<file path="config.mk">
export PLATFORM = sky130hd
export DESIGN_NAME = reorder_counter
export DESIGN_NICKNAME = d
export VERILOG_FILES = /design/src/rtl/reorder_counter_pkg.sv /design/src/rtl/reorder_next_map.sv /design/src/rtl/reorder_toggle_gen.sv /design/src/rtl/reorder_tff_bank.sv /design/src/rtl/reorder_counter.sv
export SDC_FILE = /design/constraint.sdc
export NUM_CORES = 1
export LEC_CHECK = 0
export BUFFER_PORTS_ARGS = -buffer_cell sky130_fd_sc_hd__buf_2
export CORE_AREA = 2 2 39 41
export DETAILED_ROUTE_END_ITERATION = 8
export DIE_AREA = 0 0 41 43
export RECOVER_POWER = 100
export REMOVE_ABC_BUFFERS = 1
export SYNTH_ARGS = -nofsm -noshare
export SYNTH_HDL_FRONTEND = slang
export SYNTH_SLANG_ARGS = --single-unit
</file>
<file path="constraint.sdc">
create_clock -name clk -period 1.9 [get_ports clk]
set_input_delay 0.285 -clock clk [delete_from_list [all_inputs] [get_ports clk]]
set_output_delay 0.285 -clock clk [all_outputs]
set_load 0.02 [all_outputs]
</file>
<file path="src/rtl/reorder_counter_pkg.sv">
package reorder_counter_pkg;

  localparam int CNT_W = 4;

  typedef logic [CNT_W-1:0] code_t;

  // Successor of each code in the counting order; unused codes map to zero.
  function automatic code_t successor(input code_t cur);
    code_t nxt;
    unique case (cur)
      4'd0:    nxt = 4'd2;
      4'd2:    nxt = 4'd4;
      4'd4:    nxt = 4'd6;
      4'd6:    nxt = 4'd8;
      4'd8:    nxt = 4'd1;
      4'd1:    nxt = 4'd3;
      4'd3:    nxt = 4'd5;
      4'd5:    nxt = 4'd9;
      4'd9:    nxt = 4'd0;
      default: nxt = 4'd0;
    endcase
    return nxt;
  endfunction

  function automatic logic is_legal(input code_t cur);
    return (cur <= 4'd9) && (cur != 4'd7);
  endfunction

endpackage

</file>
<file path="src/rtl/reorder_next_map.sv">
module reorder_next_map
  import reorder_counter_pkg::*;
(
  input  code_t cur,
  output code_t nxt
);

  always_comb begin
    nxt = successor(cur);
  end

endmodule

</file>
<file path="src/rtl/reorder_toggle_gen.sv">
module reorder_toggle_gen #(
  parameter int W = 4
) (
  input  logic         en,
  input  logic [W-1:0] cur,
  input  logic [W-1:0] nxt,
  output logic [W-1:0] tog
);

  // One enable per flip-flop: set where present and next codes disagree.
  for (genvar i = 0; i < W; i++) begin : g_bit
    assign tog[i] = en & (cur[i] ^ nxt[i]);
  end

endmodule

</file>
<file path="src/rtl/reorder_tff_bank.sv">
module reorder_tff_bank #(
  parameter int W = 4
) (
  input  logic         clk,
  input  logic         rst,
  input  logic [W-1:0] tog,
  output logic [W-1:0] q
);

  logic [W-1:0] q_r;

  always_ff @(posedge clk) begin
    if (rst) q_r <= '0;
    else     q_r <= q_r ^ tog;
  end

  assign q = q_r;

endmodule

</file>
<file path="src/rtl/reorder_counter.sv">
module reorder_counter
  import reorder_counter_pkg::*;
(
  input  logic             clk,
  input  logic             rst,
  input  logic             cnt_en,
  output logic [CNT_W-1:0] count
);

  code_t cur_code;
  code_t nxt_code;
  logic [CNT_W-1:0] tog;

  reorder_next_map u_map (
    .cur (cur_code),
    .nxt (nxt_code)
  );

  reorder_toggle_gen #(.W(CNT_W)) u_tog (
    .en  (cnt_en),
    .cur (cur_code),
    .nxt (nxt_code),
    .tog (tog)
  );

  reorder_tff_bank #(.W(CNT_W)) u_bank (
    .clk (clk),
    .rst (rst),
    .tog (tog),
    .q   (cur_code)
  );

  assign count = cur_code;

  assert_sync_reset_R1: assert property (@(posedge clk)
    rst |=> (count == 4'd0));

  assert_odd_entry_R2: assert property (@(posedge clk) disable iff (rst)
    (cnt_en && count == 4'd8) |=> (count == 4'd1));

  assert_wrap_R3: assert property (@(posedge clk) disable iff (rst)
    (cnt_en && count == 4'd9) |=> (count == 4'd0));

  assert_recover_high_R4: assert property (@(posedge clk) disable iff (rst)
    (cnt_en && count >= 4'd10) |=> (count == 4'd0));

  assert_recover_seven_R5: assert property (@(posedge clk) disable iff (rst)
    (cnt_en && count == 4'd7) |=> (count == 4'd0));

  assert_hold_R6: assert property (@(posedge clk) disable iff (rst)
    !cnt_en |=> $stable(count));

endmodule

</file>
==> results_dict.tcl <==
set metrics [dict create \
    status "complete, no violations" \
    yosysUniqueCellTypes 18 \
    start_kind "primary input" \
    utilization_pct 30.65 \
    yosys_warnings 0 \
    num_antenna_cells 0 \
    finalHoldWorstSlack_ps 328.5 \
    hold_depth 2 \
    syn-mean-instance-area_um2 9.560 \
    cp.arrival_ps 1540 \
    rsz0062_at_grt "no" \
    vias 286 \
    final_nets 53 \
    final_max_slew_viol_count 0 \
    ios 7 \
    finalNonFillerCells 62 \
    min_path_type "in -> reg" \
    path_buf_inv 2 \
    cp_max_fo 8 \
    netlist_area_um2 372.9 \
    wirelength_um 620 \
    grt_pass1_wl_um 1041 \
    worst_path_dominant_cell_family "buffers and inverters" \
    gp_congestion 0.7797 \
    seq_area_frac_synth_pct 42.95 \
    antenna_found_initial 0 \
    yosysMostFrequentCell "dfxtp_1" \
    die_w_um 41 \
    core_um2 1384 \
    place_inst 59 \
    dpl_worst_slack_ps 432.8 \
    setup-violations-final 0 \
    tightest_slew_ps 454.7 \
    cts-buffers-inserted 3 \
    start_util_pct 26.94 \
    cts.clk_slew.worst_paths_ps 50 \
    grt_pass1_vias 253 \
    final_layout_size_suffix_gt1_share_pct 13.04 \
    clock_sinks 8 \
    routedWlPerCell_um 10.00 \
    synth_top_cell_by_area "dfxtp_1" \
    drt_iter0_drc 0 \
    area_growth_pct 13.76 \
    synth_seq_cells 8 \
    grt_max_degree 11 \
    worst_skew_pair.late_latency_ps 250 \
    drt.antenna.violating_nets 0 \
    cts_tree "yes" \
    hpwl_um 492.1 \
    first_pass_iters 1 \
    hold_buffers 0 \
    cp-end-kind "flip-flop" \
    synth_top_area_share_pct 42.95 \
    slew_headroom_pct 69.68 \
    crit_path_top_delay_cell "clkbuf_1" \
    die_y_um 43 \
    powerDensity_nw_per_um2 894.8 \
    h-tree-depth 1 \
    die_area_um2 1763 \
    num_rows 14 \
    ys_top_cells_by_area "dfxtp_1, mux2i_1, ha_1" \
    grtUsageTotal_pct 9.476 \
    reg2reg_setup_slack_ps 690 \
    drv_cap 0 \
    tns_ps 0 \
    worst_path_largest_cell_delay_ps 350 \
    max_freq_mhz 716.5 \
    multi_input_area_um2 182.7 \
    synth-main-ff-cell "dfxtp_1" \
    fillers 149 \
    post-route-drc-count 0 \
    ctsResizeCount 0 \
    postSynth.asyncResetShare_pct 0 \
    skew_ps 0.7624 \
    grt_overflow 0 \
    cts_setup_buffers 0 \
    period_share_pct 73.46 \
    path_class "in -> reg" \
    syn_inst 39 \
    via_per_inst 4.613 \
    synth_edf_count 0 \
    ir_worst_vdd_mv 0.4868 \
    clockBufferDepth 2 \
    path_depth 6 \
    root_buffer "clkbuf_4" \
    cellLeakagePower_nw 0.1812 \
    hold_viol 0 \
    io_buffers 6 \
    seqCellArea_um2 160.2 \
    yosys-top-cells-count "dfxtp_1, nor2_1, inv_1, mux2i_1, nor3_1" \
    path_cells "clkbuf_1, mux2i_1, nor2_1, inv_1, ha_1, and4_2" \
    fin_crit_ps 1396 \
    setup_ws_ps 504.3 \
    required_ps 2040 \
    worst_r2r_path_depth 5 \
]
[where the power goes]
group / total (W) / internal (W) / switching [W]
combinational: 0.0000624 / 0.0000254 / 0.0000370
clock: 0.000126 / 0.0000720 / 0.0000536
sequential: 0.000191 / 0.000183 / 0.00000846
total: 0.000380 / 0.000280 / 0.0000991
[through the flow]
stage | power, W | instance area [um^2]
after global routing | 0.0004043 | 424.2
final | 0.0003795 | 424.2
after floorplan | 0.0002378 | 357.8
after detailed placement | 0.0002599 | 407.9
after global placement | 0.0002584 | 407.9
after CTS | 0.0003877 | 430.4
[cell families after synthesis]
kind of cell    Yosys count  share of synthesized area, %
flops                     8                         42.95
simple gates             13                         18.46
compound gates            5                         9.062
mux                       5                         14.76
fa+ha+maj                 2                         6.710
buf+inv                   6                         8.051
[final cells by class]
type                       count  area share [%]
clock buffer                   3           5.310
timing repair buffer           6           5.605
inverter                       4           3.540
tap                           16           4.720
sequential                     8           37.76
multi-input combinational     25           43.07
[routing by layer]
| layer | track usage (%) | wire, um | vias to the layer above |
|---|---|---|---|
| met1 | 10.10 | 294 | 129 |
| met2 | 12.81 | 242 | 10 |
| li1 | - | - | 147 |
| met4 | 2.000 | 0 | 0 |
| met3 | 9.948 | 83 | 0 |
| met5 | 0 | 0 | - |
[cell usage in the layout (no fill, tap or decap), types with 2 or more instances in the layout]
master    instances
inv_1             4
mux2i_1           4
a21oi_1           2
dfxtp_1           8
clkbuf_1          5
nor2_1            5
nor3_1            3
clkbuf_4          3
ha_1              2
[registers in the layout, indices dropped and copies added (netlist names)]
name,flops
u_map.nxt,4
u_bank.q,4
[final timing paths]
path	end	from
setup reg to reg	u_map.nxt[3]$_SDFF_PP0_	u_bank.q[0]$_SDFF_PP0_
setup / recovery	u_map.nxt[3]$_SDFF_PP0_	cnt_en
hold reg to reg	u_bank.q[0]$_SDFF_PP0_	u_map.nxt[0]$_DFF_P_
hold / removal	u_bank.q[0]$_SDFF_PP0_	rst
Note: power is estimated with default switching activity, not from simulation.
